File: config.mk
export PLATFORM = sky130hd
export DESIGN_NAME = line_fill_buf
export DESIGN_NICKNAME = d
export VERILOG_FILES = /design/src/rtl/lfb_pkg.sv /design/src/rtl/lfb_beat_ctr.sv /design/src/rtl/lfb_word_store.sv /design/src/rtl/lfb_rd_port.sv /design/src/rtl/line_fill_buf.sv
export SDC_FILE = /design/constraint.sdc
export NUM_CORES = 1
export LEC_CHECK = 0
export BUFFER_PORTS_ARGS = -buffer_cell sky130_fd_sc_hd__buf_2
export CORE_ASPECT_RATIO = 1.4
export CORE_MARGIN = 3
export CORE_UTILIZATION = 47
export DETAILED_ROUTE_END_ITERATION = 6
export PLACE_DENSITY = 0.81
export REMOVE_ABC_BUFFERS = 1
export SLEW_MARGIN = 20
export SYNTH_ARGS = -nofsm -noshare
export SYNTH_HDL_FRONTEND = slang
export SYNTH_SLANG_ARGS = --single-unit
File: constraint.sdc
create_clock -name clk_i -period 2.5 [get_ports clk_i]
set_clock_uncertainty 0.2 [all_clocks]
set_input_delay 0.25 -clock clk_i [delete_from_list [all_inputs] [get_ports clk_i]]
set_output_delay 0.25 -clock clk_i [all_outputs]
set_load 0.05 [all_outputs]
File: src/rtl/lfb_pkg.sv
package lfb_pkg;
  typedef struct packed {
    logic valid;
    logic abort;
    logic miss;
  } rsp_flags_t;
endpackage

File: src/rtl/lfb_beat_ctr.sv
module lfb_beat_ctr #(
  parameter int WORDS = 8,
  localparam int IW = $clog2(WORDS)
) (
  input  logic          clk_i,
  input  logic          rst_ni,
  input  logic          start_i,
  input  logic [IW-1:0] crit_idx_i,
  input  logic          beat_i,
  output logic [IW-1:0] idx_o,
  output logic          first_o,
  output logic          last_o
);
  logic [IW-1:0] base_q, cnt_q;

  always_ff @(posedge clk_i or negedge rst_ni) begin
    if (!rst_ni) begin
      base_q <= '0;
      cnt_q  <= '0;
    end else if (start_i) begin
      base_q <= crit_idx_i;
      cnt_q  <= '0;
    end else if (beat_i) begin
      cnt_q <= cnt_q + 1'b1;
    end
  end

  // power-of-two line: sum wraps modulo WORDS
  assign idx_o   = base_q + cnt_q;
  assign first_o = (cnt_q == '0);
  assign last_o  = (cnt_q == IW'(WORDS - 1));

  assert_first_is_crit_R2: assert property (@(posedge clk_i) disable iff (!rst_ni)
    start_i |=> (idx_o == $past(crit_idx_i)))
    else $error("first beat slot differs from critical index");
endmodule

File: src/rtl/lfb_word_store.sv
module lfb_word_store #(
  parameter int WORDS = 8,
  parameter int DW    = 32,
  localparam int IW = $clog2(WORDS)
) (
  input  logic                clk_i,
  input  logic                rst_ni,
  input  logic                clear_i,
  input  logic                wr_i,
  input  logic [IW-1:0]       wr_idx_i,
  input  logic [DW-1:0]       wr_data_i,
  output logic [WORDS-1:0]    arrived_o,
  output logic [WORDS*DW-1:0] line_o
);
  for (genvar w = 0; w < WORDS; w++) begin : g_word
    logic          arr_q;
    logic [DW-1:0] data_q;

    always_ff @(posedge clk_i or negedge rst_ni) begin
      if (!rst_ni) begin
        arr_q  <= 1'b0;
        data_q <= '0;
      end else if (clear_i) begin
        arr_q <= 1'b0;
      end else if (wr_i && wr_idx_i == IW'(w)) begin
        arr_q  <= 1'b1;
        data_q <= wr_data_i;
      end
    end

    assign arrived_o[w]           = arr_q;
    assign line_o[w*DW +: DW]     = data_q;
  end

  assert_slot_once_R2: assert property (@(posedge clk_i) disable iff (!rst_ni)
    (wr_i && !clear_i) |-> !arrived_o[wr_idx_i])
    else $error("line slot written twice in one fill");
endmodule

File: src/rtl/lfb_rd_port.sv
module lfb_rd_port #(
  parameter int WORDS = 8,
  parameter int DW    = 32,
  parameter int TAG_W = 25,
  localparam int IW = $clog2(WORDS)
) (
  input  logic                clk_i,
  input  logic                rst_ni,
  input  logic                rd_req_i,
  input  logic [TAG_W-1:0]    rd_tag_i,
  input  logic [IW-1:0]       rd_widx_i,
  input  logic                crit_pend_i,
  input  logic                fill_i,
  input  logic                buf_valid_i,
  input  logic [TAG_W-1:0]    buf_tag_i,
  input  logic [WORDS-1:0]    arrived_i,
  input  logic [WORDS*DW-1:0] line_i,
  input  logic                crit_fire_i,
  input  logic [DW-1:0]       crit_data_i,
  input  logic                crit_err_i,
  output logic                rd_valid_o,
  output logic [DW-1:0]       rd_data_o,
  output logic                rd_abort_o,
  output logic                rd_miss_o
);
  import lfb_pkg::*;

  rsp_flags_t    rsp_q;
  logic [DW-1:0] data_q;
  logic          take, hit, serve;

  // one response per held request: skip the cycle the answer is visible
  assign take  = rd_req_i && !rsp_q.valid && !rsp_q.miss && !crit_pend_i;
  assign hit   = buf_valid_i && (rd_tag_i == buf_tag_i);
  assign serve = take && hit && arrived_i[rd_widx_i];

  always_ff @(posedge clk_i or negedge rst_ni) begin
    if (!rst_ni) begin
      rsp_q  <= '0;
      data_q <= '0;
    end else begin
      rsp_q.valid <= crit_fire_i || serve;
      rsp_q.abort <= crit_fire_i && crit_err_i;
      rsp_q.miss  <= take && !hit && !fill_i;
      if (crit_fire_i)  data_q <= crit_data_i;
      else if (serve)   data_q <= line_i[rd_widx_i*DW +: DW];
    end
  end

  assign rd_valid_o = rsp_q.valid;
  assign rd_abort_o = rsp_q.abort;
  assign rd_miss_o  = rsp_q.miss;
  assign rd_data_o  = data_q;

  assert_abort_with_data_R4: assert property (@(posedge clk_i) disable iff (!rst_ni)
    rd_abort_o |-> rd_valid_o)
    else $error("abort without returned data");

  assert_resp_exclusive_R8: assert property (@(posedge clk_i) disable iff (!rst_ni)
    !(rd_valid_o && rd_miss_o))
    else $error("data and miss response together");

  assert_no_miss_in_fill_R8: assert property (@(posedge clk_i) disable iff (!rst_ni)
    (fill_i && !crit_fire_i) |=> !rd_miss_o)
    else $error("miss response while a fill runs");
endmodule

File: src/rtl/line_fill_buf.sv
module line_fill_buf #(
  parameter int ADDR_W = 32,
  parameter int DW     = 32,
  parameter int WORDS  = 8,
  localparam int IW    = $clog2(WORDS),
  localparam int BO    = $clog2(DW / 8),
  localparam int WA_W  = ADDR_W - BO,
  localparam int OFF   = IW + BO,
  localparam int TAG_W = WA_W - IW
) (
  input  logic                clk_i,
  input  logic                rst_ni,
  input  logic                miss_valid_i,
  input  logic [WA_W-1:0]     miss_addr_i,
  output logic                bus_req_o,
  output logic [ADDR_W-1:0]   bus_addr_o,
  input  logic                beat_valid_i,
  input  logic [DW-1:0]       beat_data_i,
  input  logic                beat_err_i,
  input  logic                rd_req_i,
  input  logic [WA_W-1:0]     rd_addr_i,
  output logic                rd_valid_o,
  output logic [DW-1:0]       rd_data_o,
  output logic                rd_abort_o,
  output logic                rd_miss_o,
  output logic                cw_en_o,
  output logic [ADDR_W-1:0]   cw_addr_o,
  output logic [WORDS*DW-1:0] cw_data_o
);
  logic             fill_q, crit_pend_q, buf_valid_q, err_q;
  logic [TAG_W-1:0] tag_q;
  logic             accept, beat;
  logic [IW-1:0]    beat_idx;
  logic             beat_first, beat_last;
  logic [WORDS-1:0] arrived;

  assign accept = miss_valid_i && !fill_q;
  assign beat   = beat_valid_i && fill_q;

  lfb_beat_ctr #(.WORDS(WORDS)) i_ctr (
    .clk_i      (clk_i),
    .rst_ni     (rst_ni),
    .start_i    (accept),
    .crit_idx_i (miss_addr_i[IW-1:0]),
    .beat_i     (beat),
    .idx_o      (beat_idx),
    .first_o    (beat_first),
    .last_o     (beat_last)
  );

  lfb_word_store #(.WORDS(WORDS), .DW(DW)) i_store (
    .clk_i     (clk_i),
    .rst_ni    (rst_ni),
    .clear_i   (accept),
    .wr_i      (beat),
    .wr_idx_i  (beat_idx),
    .wr_data_i (beat_data_i),
    .arrived_o (arrived),
    .line_o    (cw_data_o)
  );

  lfb_rd_port #(.WORDS(WORDS), .DW(DW), .TAG_W(TAG_W)) i_rd (
    .clk_i       (clk_i),
    .rst_ni      (rst_ni),
    .rd_req_i    (rd_req_i),
    .rd_tag_i    (rd_addr_i[WA_W-1:IW]),
    .rd_widx_i   (rd_addr_i[IW-1:0]),
    .crit_pend_i (crit_pend_q),
    .fill_i      (fill_q),
    .buf_valid_i (buf_valid_q),
    .buf_tag_i   (tag_q),
    .arrived_i   (arrived),
    .line_i      (cw_data_o),
    .crit_fire_i (beat && beat_first),
    .crit_data_i (beat_data_i),
    .crit_err_i  (beat_err_i),
    .rd_valid_o  (rd_valid_o),
    .rd_data_o   (rd_data_o),
    .rd_abort_o  (rd_abort_o),
    .rd_miss_o   (rd_miss_o)
  );

  always_ff @(posedge clk_i or negedge rst_ni) begin
    if (!rst_ni) begin
      fill_q      <= 1'b0;
      crit_pend_q <= 1'b0;
      buf_valid_q <= 1'b0;
      err_q       <= 1'b0;
      tag_q       <= '0;
      bus_req_o   <= 1'b0;
      bus_addr_o  <= '0;
      cw_en_o     <= 1'b0;
    end else begin
      bus_req_o <= accept;
      cw_en_o   <= beat && beat_last && !err_q && !beat_err_i;
      if (accept) begin
        bus_addr_o  <= {miss_addr_i, {BO{1'b0}}};
        fill_q      <= 1'b1;
        crit_pend_q <= 1'b1;
        buf_valid_q <= 1'b1;
        err_q       <= 1'b0;
        tag_q       <= miss_addr_i[WA_W-1:IW];
      end else if (beat) begin
        if (beat_err_i) begin
          err_q       <= 1'b1;
          buf_valid_q <= 1'b0;
        end
        if (beat_first) crit_pend_q <= 1'b0;
        if (beat_last)  fill_q      <= 1'b0;
      end
    end
  end

  assign cw_addr_o = {tag_q, {OFF{1'b0}}};

  assert_busy_miss_dropped_R1: assert property (@(posedge clk_i) disable iff (!rst_ni)
    (fill_q && miss_valid_i) |=> !bus_req_o)
    else $error("miss accepted during a fill");

  assert_write_full_line_R9: assert property (@(posedge clk_i) disable iff (!rst_ni)
    cw_en_o |-> (&arrived))
    else $error("cache write with missing words");

  assert_write_single_R9: assert property (@(posedge clk_i) disable iff (!rst_ni)
    cw_en_o |=> !cw_en_o)
    else $error("cache write longer than one cycle");

  assert_no_write_on_err_R10: assert property (@(posedge clk_i) disable iff (!rst_ni)
    cw_en_o |-> !err_q)
    else $error("cache written after a bus error");

  assert_err_kills_buffer_R11: assert property (@(posedge clk_i) disable iff (!rst_ni)
    (beat && beat_err_i) |=> !buf_valid_q)
    else $error("buffer still valid after error");
endmodule

* After elaboration in Yosys (flattened, before gate mapping) *
Cells that the tools add are included.
W data, S select, Z words.

operators by class
  mux-type cells = 34
  add/subtract/negate cells = 2
  reduce and logical (&&, ||, !) cells = 57
  order comparisons = 1
  shift-type cells = 1
  equal/unequal tests = 9
  bitwise gates (word level) = 1

operator list
  operator               count
  $shiftx A256 B9 Y32    1
  $mux W32               2
  $mux W1                29
  $eq A27 B27 Y1         1
  $reduce_bool A2 Y1     13
  $logic_and A1 B1 Y1    23
  $reduce_and A2 Y1      11
  $eq A3 B3 Y1 const B   5
  $logic_not A1 Y1       7
  $eq A3 B2 Y1 const B   2
  $logic_not A3 Y1       2
  $mux W3                2
  $lt A3 B4 Y1 const B   1
  $add A3 B1 Y3 const B  1
  $add A3 B3 Y3          1
  $bmux W1 S3            1
  $eq A3 B1 Y1 const B   1
  $logic_or A1 B1 Y1     1
  $not A1 Y1             1

word-level totals
  input port bits = 98
  register bits = 368
  output and inout port bits = 357
  word-level logic and storage cells = 135

* Logic depth before layout (Yosys ltp) *
Gate-level depths: netlist of the first run.

  depth in word-level cells = 8
  mapped depth = 8
  depth with buffers taken out = 7

* Hierarchy *
A second synthesis of the first run with hierarchy kept.

unflattened totals
  cell total of the unflattened synthesis = 1222
  area total of the unflattened synthesis = 16439.5 um2

by module, submodules not included
  module          sequential area each (um2)  area each (um2)  instances  cells each
  lfb_word_store  6606.3                      9995.8           1          583
  lfb_rd_port     875.8                       4380.5           1          493
  line_fill_buf   900.9                       1737.9           1          121
  lfb_beat_ctr    150.1                       325.3            1          25

* Least setup slack after synthesis of the first run *
OpenSTA, ideal clock, no wires.

  path kind = register to register
  from = register i_ctr.base_q[0]
  to = register i_store.g_word[1].data_q[10]
  slack = -0.481 ns
  setup time = 0.125 ns
  data arrival time = 2.656 ns
  clock period less this slack = 2.981 ns
  buffers on the path = 1
  data required time = 2.175 ns
  cell stages (with the launch flop) = 9
  path through = dfrtp_1 ha_1 fa_1 xnor2_2 xor2_1 nand2_1 nor3_2 buf_4 mux2_2

between the ends
  word-level cells in the longest chain between the ends = 4

ends and longest elaborated chain
  what                                RTL line              source
  from (decl)                         lfb_beat_ctr.sv:14    logic [IW-1:0] base_q, cnt_q;
  from (signal assigned)              lfb_beat_ctr.sv:21    base_q <= crit_idx_i;
  $add A3 B3 Y3                       lfb_beat_ctr.sv:29    assign idx_o = base_q + cnt_q;
  $eq A3 B1 Y1                        lfb_word_store.sv:25  end else if (wr_i && wr_idx_i == IW'(w)) begin
  $logic_and A1 B1 Y1                 lfb_word_store.sv:25
  $reduce_and A2 Y1 (no source line)  --
  to (signal assigned)                lfb_word_store.sv:27  data_q <= wr_data_i;
  to (decl)                           lfb_word_store.sv:17  logic [DW-1:0] data_q;

No other way between the ends.
A chain may end at the register's enable or synchronous reset.

* Final worst setup path of the first run *
  from = register i_ctr.base_q[0]
  to = register i_store.g_word[0].data_q[29]

between the ends
  word-level cells in the longest chain between the ends = 4

ends and longest elaborated chain
  what                                RTL line
  $add A3 B3 Y3                       lfb_beat_ctr.sv:29
  $logic_not A3 Y1                    lfb_word_store.sv:25
  $logic_and A1 B1 Y1                 lfb_word_store.sv:25
  $reduce_and A2 Y1 (no source line)  --
  to (signal assigned)                lfb_word_store.sv:27
  to (decl)                           lfb_word_store.sv:17

No other way between the ends.

==> out/results.tsv, run 1 <==
stage	metric	value	unit
run_status	failing checks	setup timing	
logic_synthesis	synthesized area	0.0155	mm^2
timing	RSZ-0062 raised after global routing	true	
finish	Fillers	2163	
finish	share of cells above drive strength 1	57.9	%
detailed_routing	DRT antenna net count	0	
worst_setup_path	Critical Path End Type	flip-flop	
global_route	vias in the first global route	12800	
timing	final setup fails	263	
clock_network	CTS tree	yes	
worst_setup_path	critical path peak fanout	20	
clock_network	H-tree depth	2	
detailed_routing	router iterations before antenna repair	6	
logic_synthesis	Synth Instances	1044	
global_route	met3 Resource Use GR	6.72	%
detailed_routing	DRT iter0 DRCs	709	
clock_network	CTS buffer count	35	
logic_synthesis	distinct cell type count after synthesis	38	
timing	Fmax achieved	350	MHz
timing	Final Cycle Share	114	%
global_route	GRT met1 Usage	35.0	%
timing	Max transition margin	48.5	%
die	chip height	221	um
die	Die W	159	um
logic_synthesis	sequential element share of the synthesized area	54.6	%
global_route	initial antenna violation count	0	
placement	DP HPWL	32.5	mm
worst_setup_path	largest stage delay on the critical path	0.45	ns
finish	Final nets	1714	
finish	Sequential Area	0.00846	mm^2
detailed_routing	final WL	55.2	mm
logic_synthesis	Avg Cell Area, Syn	14.8	um^2
global_route	global routing's busiest layer	met2	
timing	Worst Slack Setup Final	-0.359	ns
detailed_routing	drt via density	5.68	
detailed_routing	vias	11800	
global_route	grt total ovfl	0	
finish	ANT cells	0	
placement	RD Place Congestion	0.846	
run_status	status	complete, but fails checks	
timing	worst hold slack	0.0950	ns
clock_network	Reg clk slew, reported paths	0.06	ns
logic_synthesis	YS warnings	0	
worst_setup_path	Arr. time, crit path	3.05	ns
clock_network	CTS max path bufs	3	
worst_setup_path	worst setup path class	reg -> reg	
clock_network	worst skew pair latency	0.52	ns
finish	Layout area overhead	42.1	%
job	MaxCap Viol Count	0	
die	# IOs	455	
finish	Multi-input gate area	0.00729	mm^2
detailed_routing	routed len/inst	26.6	um
global_route	first-pass GRT wire length	81.7	mm
placement	pre-CTS WS	-0.413	ns
global_route	met2 usage	53.4	%
worst_setup_path	Req. time, crit path	2.69	ns
placement	IO buf count	447	
logic_synthesis	number of synthesized register bits	338	
worst_setup_path	crit start category	flip-flop	
clock_network	Clock Tree Root	clkbuf_16	
worst_setup_path	CP max stage cell	or4_4	
worst_setup_path	CP Buf/Inv Count	3	
global_route	GR Util All Layers	30.3	%
die	Starting Density	47.7	%
worst_setup_path	Cell Chain, Critical Path	ha_2 -> fa_2 -> xnor2_4 -> buf_6 -> xnor2_4 -> buf_6 -> or4_4 -> buf_12 -> mux2_4	
die	row count	78	
die	DIE AREA	0.0352	mm^2
timing	actual slew at the worst max-slew pin	0.772	ns
global_route	largest net degree at the start of global routing	75	
hold_path	hold crit path type	in -> async	
clock_network	clock sink total	338	
die	Placeable Area	0.0325	mm^2
worst_setup_path	Crit path max-delay family	adder cells	
timing	final hold viol count	0	
timing	min Tclk post-route	2.86	ns
detailed_routing	DRC Markers	0	
timing	Max Slew Vio Count	0	
sequential cells by signal, indices dropped and copies added (netlist names):
name,flops
i_store.g_word.data_q,256
i_rd.rd_data_o,32
tag_q,26
i_store.g_word.arr_q,8
i_ctr.cnt_q,3
bus_addr_o,2
i_ctr.base_q,2
buf_valid_q,1
bus_req_o,1
crit_pend_q,1
cw_en_o,1
err_q,1
fill_q,1
i_rd.rd_abort_o,1
i_rd.rd_miss_o,1
i_rd.rd_valid_o,1
layer usage:
| layer | up-vias | share of wire (%) |
|---|---|---|
| met5 | - | 0 |
| met4 | 0 | 4.9 |
| met3 | 142 | 6.7 |
| met2 | 608 | 52 |
| met1 | 6193 | 36 |
| li1 | 4847 | - |
logic make-up after synthesis:
family / Yosys count / share of synthesized area [%]
AO/OA/AOI/OAI: 12 / 0.541
XOR/XNOR: 30 / 1.74
adder cells (fa/ha/maj): 5 / 0.452
buffers and inverters: 99 / 4.24
flip-flops: 338 / 54.6
multiplexers: 420 / 34.4
other: 1 / 0.0242
AND/OR/NAND/NOR: 139 / 4.06
path summary, 6_finish.rpt:
path | start | cells after the start | to | slack [ns]
setup / recovery | i_ctr.base_q[0] | 9 | i_store.g_word[0].data_q[29] | -0.36
hold / removal | rst_ni | 2 | tag_q[23] | 0.1
setup reg to reg | i_ctr.base_q[0] | 9 | i_store.g_word[0].data_q[29] | -0.36
hold reg to reg | i_store.g_word[0].arr_q | 2 | i_store.g_word[0].arr_q | 0.27
max in group asynchronous | rst_ni | 3 | i_rd.rd_data_o[29] | 1.15
min in group clk_i | rd_addr_i[0] | 4 | i_rd.rd_valid_o | 0.15
layout make-up:
type | instances | area share (%)
multi-input combinational | 613 | 33.1
clock buffer | 53 | 4.75
clock inverter | 7 | 0.631
inverter | 3 | 0.0511
sequential | 338 | 38.4
tap | 440 | 2.50
timing repair buffer | 620 | 20.5
metrics by stage:
stage / util, % / setup TNS [ns] / instances / area (um^2)
finish: 67.8 / -69.60 / 2074 / 22000
global route: 67.8 / -85.34 / 2074 / 22000
CTS: 67.4 / -51.92 / 2077 / 21900
detailed placement: 56.7 / -73.59 / 1894 / 18400
global placement: 56.7 / -66.13 / 1894 / 18400
floorplan: - / -311.90 / 954 / 14900
placed cells by master, fill, tap and decap left out, types with 2 or more instances in the layout:
cell             n
mux4_2          64
nor3_4           4
xnor2_4          2
dlygate4sd3_1   70
clkbuf_1        10
nor3b_1          2
inv_1            3
dfrtp_1        337
buf_12          40
xor2_1          12
clkbuf_8         6
nor2_4           2
xnor2_1         10
mux2_4         193
nand2b_1         2
buf_16           6
a22o_1           2
clkinv_2         2
or4_4            2
nor2_1           3
mux2i_1         99
buf_6           18
nand2_1        105
o21ai_0          2
clkbuf_16       41
nand3b_1         3
conb_1           7
nand4_1          5
ha_1             3
a21o_1           6
bufinv_16        4
buf_4           32
buf_8            6
mux2_2          63
nor4_1           3
xnor2_2          5
buf_2          444
timing repair:
action	CTS	global route
hold buffers	70	0
hold endpoints to repair	400	0
gates resized for setup	218	71
pin swaps	8	10
buffers inserted	37	11
setup endpoints to repair	262	295
gates cloned	16	4
synth_stat cells:
| cell type | instances | area [um^2] |
|---|---|---|
| dfrtp_1 | 338 | 8460 |
| mux2_2 | 255 | 2870 |
| nand2_1 | 107 | 402 |
| mux2i_1 | 100 | 1000 |
| mux4_2 | 64 | 1440 |
| buf_4 | 46 | 345 |
| buf_2 | 21 | 105 |
| clkbuf_1 | 16 | 60.1 |
| xnor2_1 | 16 | 140 |
| xor2_1 | 13 | 114 |
| buf_6 | 7 | 78.8 |
| a21o_1 | 6 | 45.0 |
| nand4_1 | 5 | 31.3 |
| ha_1 | 4 | 50.1 |
| nor3_2 | 4 | 40.0 |
| nor4_1 | 4 | 25.0 |
| buf_1 | 3 | 11.3 |
| buf_8 | 3 | 45.0 |
| inv_1 | 3 | 11.3 |
| nand3b_1 | 3 | 22.5 |
| nor2_1 | 3 | 11.3 |
| a22o_1 | 2 | 17.5 |
| nand2b_1 | 2 | 12.5 |
| nor2_2 | 2 | 12.5 |
| nor3b_1 | 2 | 15.0 |
| o21ai_0 | 2 | 10.0 |
| or4_1 | 2 | 15.0 |
| a21oi_1 | 1 | 5.00 |
| a31oi_1 | 1 | 6.26 |
| and2_1 | 1 | 6.26 |
| and4bb_1 | 1 | 12.5 |
| conb_1 | 1 | 3.75 |
| fa_1 | 1 | 20.0 |
| mux2_4 | 1 | 15.0 |
| nand3_1 | 1 | 5.00 |
| nor4b_1 | 1 | 8.76 |
| or4b_1 | 1 | 10.0 |
| xnor2_2 | 1 | 16.3 |
Power of run 1 is not shown: default switching activity piles up to over one toggle a cycle in this logic, so the estimate is an artifact.
==> run 2: changes to the inputs <==
--- a/config.mk
+++ b/config.mk
@@ -10,7 +10,7 @@
 export CORE_MARGIN = 3
 export CORE_UTILIZATION = 47
 export DETAILED_ROUTE_END_ITERATION = 6
-export PLACE_DENSITY = 0.81
+export PLACE_DENSITY = 0.76
 export REMOVE_ABC_BUFFERS = 1
 export SLEW_MARGIN = 20
 export SYNTH_ARGS = -nofsm -noshare
==> run 2 against run 1 <==
Net effect:
- the flow still finishes with violations (setup timing)
- utilization up 0.25 points
- non-clock buffer count up 6
- clock-buffer cell count down 7
- setup slack worse by 0.031 ns
==> out/results.tsv, run 2 (same netlist as run 1, synthesis figures left out) <==
stage	metric	value	unit	change
clock_network	clock sink total	338		unchanged
worst_setup_path	Arr. time, crit path	3.08	ns	+0.03 ns
finish	final core occ	68.0	%	+0.25 points
placement	RD Place Congestion	0.859		+1.5%
placement	DP HPWL	32.7	mm	+0.59%
global_route	largest net degree at the start of global routing	69		-8.0%
die	Placeable Area	0.0325	mm^2	unchanged
clock_network	worst skew pair latency	0.52	ns	about the same
worst_setup_path	worst r2r dst	i_store.g_word[4].data_q[27]		
finish	commonest non-fill, non-tap cell in the layout	buf_2		
placement	IO buf count	447		unchanged
global_route	vias in the first global route	12400		-3.5%
timing	Final Cycle Share	116	%	+1.2 points
timing	Total Neg Setup Slack	-74.93	ns	-5.33 ns
die	Die W	159	um	unchanged
hold_path	worst hold stages	6		
timing	Max transition margin	55.8	%	+7.3 points
global_route	grt total ovfl	0		unchanged
hold_path	Hold Startpoint	rd_addr_i[18]		
worst_setup_path	Cell Chain, Critical Path	ha_2 -> fa_2 -> xnor2_2 -> buf_4 -> xor2_4 -> or4_4 -> buf_12 -> mux2_2		
run_status	status	complete, but fails checks		
timing	final setup fails	262		-0.38%
finish	max FFs per register	256		unchanged
global_route	initial antenna violation count	1		+1
detailed_routing	DRT iter0 DRCs	593		-16%
timing	Max Slew Vio Count	0		unchanged
hold_path	worst hold endpoint	i_rd.rd_valid_o		
worst_setup_path	Critical R2R Launch	i_ctr.cnt_q[0]		
worst_setup_path	critical path peak fanout	17		-15%
die	row count	78		unchanged
die	chip height	221	um	unchanged
job	MaxCap Viol Count	0		unchanged
worst_setup_path	worst setup path class	reg -> reg		
clock_network	CTS max path bufs	3		unchanged
clock_network	CTS tree	yes		
timing	min Tclk post-route	2.89	ns	+0.0311 ns
worst_setup_path	reg2reg setup slack	-0.39	ns	-0.03 ns
timing	Worst Slack Setup Final	-0.390	ns	-0.0311 ns
detailed_routing	final WL	54.8	mm	-0.74%
finish	share of cells above drive strength 1	58.0	%	+0.15 points
detailed_routing	DRT antenna net count	0		unchanged
finish	Finished Cell Area	0.0221	mm^2	+0.38%
detailed_routing	router iterations before antenna repair	5		-1
worst_setup_path	crit start category	flip-flop		
placement	DP Area	0.0184	mm^2	-0.16%
placement	pre-CTS WS	-0.464	ns	-0.0512 ns
detailed_routing	DRC Markers	0		unchanged
timing	RSZ-0062 raised after global routing	true		
worst_setup_path	largest stage delay on the critical path	0.60	ns	+0.15 ns
detailed_routing	drt via density	5.58		-1.8%
worst_setup_path	Critical Path End Type	flip-flop		
global_route	GR Util All Layers	29.7	%	-0.66 points
clock_network	H-tree depth	2		unchanged
run_status	failing checks	setup timing		
timing	Fmax achieved	346	MHz	-1.1%
timing	actual slew at the worst max-slew pin	0.663	ns	-0.109 ns
die	DIE AREA	0.0352	mm^2	unchanged
finish	Final nets	1719		+0.29%
global_route	first-pass GRT wire length	79.5	mm	-2.8%
worst_setup_path	Req. time, crit path	2.69	ns	about the same
detailed_routing	vias	11600		-1.5%
hold_path	hold crit path type	in -> reg		
detailed_routing	routed len/inst	26.3	um	-1.1%
clock_network	CTS buffer count	34		-2.9%
finish	Largest Register	i_store.g_word.data_q		
worst_setup_path	cells on worst reg2reg path	8		-1
worst_setup_path	CP max stage cell	or4_4		
timing	final hold viol count	0		unchanged
clock_network	Reg clk slew, reported paths	0.06	ns	about the same
clock_network	Clock Tree Root	clkbuf_16		
die	# IOs	455		unchanged
finish	commonest cells after routing, fill and taps aside	buf_2, dfrtp_1, mux2_4		
finish	Layout area overhead	42.6	%	
die	Starting Density	47.7	%	unchanged
==> run 2: changes by cell type in the layout (fill, tap and decap cells not counted), sizes merged <==
cell	before	now
clkbuf	57	53
buf	546	549
diode	0	1
clkinv	3	6
bufinv	4	7
inv	3	4
==> run 2: worst max path at each step <==
stage          cells after the start                            to            start
5_1_grt                            8  i_store.g_word[4].data_q[21]   i_ctr.cnt_q[0]
3_3_place_gp                       8  i_store.g_word[1].data_q[14]  i_ctr.base_q[0]
3_5_place_dp                       8   i_store.g_word[1].data_q[9]  i_ctr.base_q[0]
4_1_cts                            9  i_store.g_word[0].data_q[29]  i_ctr.base_q[0]
6_report                           8  i_store.g_word[4].data_q[27]   i_ctr.cnt_q[0]
2_1_floorplan                      7   i_store.g_word[1].data_q[0]  i_ctr.base_q[0]
==> run 2: cell type report <==
cell class,instances,area [um^2]
multi-input combinational,613,7180
clock buffer,46,1000
timing repair buffer,626,4640
fill,2158,10400
antenna,1,2.50
clock inverter,14,260
tap,440,551
inverter,3,11.3
sequential,338,8460
==> run 2: through the flow <==
step	hold slack, ns	instances
finish	0.0270	2081
global route	0.0490	2081
CTS	0.000547	2077
detailed placement	0.0631	1895
global placement	0.0601	1895
floorplan	-0.246	954
==> run 2: what timing repair did <==
| action | 4_1_cts | 5_1_grt |
|---|---|---|
| pin swaps | 7 | 10 |
| hold buffers | 70 | 0 |
| endpoints found under the hold margin | 515 | 0 |
| resized for setup | 150 | 87 |
| cloned | 20 | 7 |
| setup buffers | 32 | 10 |
| setup endpoints to repair | 262 | 283 |
==> run 2: layer usage <==
metal	vias up	routed length (um)	GRT usage (%)
met3	150	3450	6.91
met5	-	0	0
met2	551	28600	53.1
li1	4880	-	-
met4	0	2890	14.3
met1	6030	19900	33.2
==> run 2: critical path: cells and delay by family (launching register included) <==
kind | cells | cell delay, ns
muxes | 1 | 0.29
and+or+nand+nor | 1 | 0.60
DFF | 1 | 0.40
xor gates and xnor gates | 2 | 0.32
adders and majority gates | 2 | 0.58
buffers and inverters | 2 | 0.37
Power of run 2 is left out for the same reason.
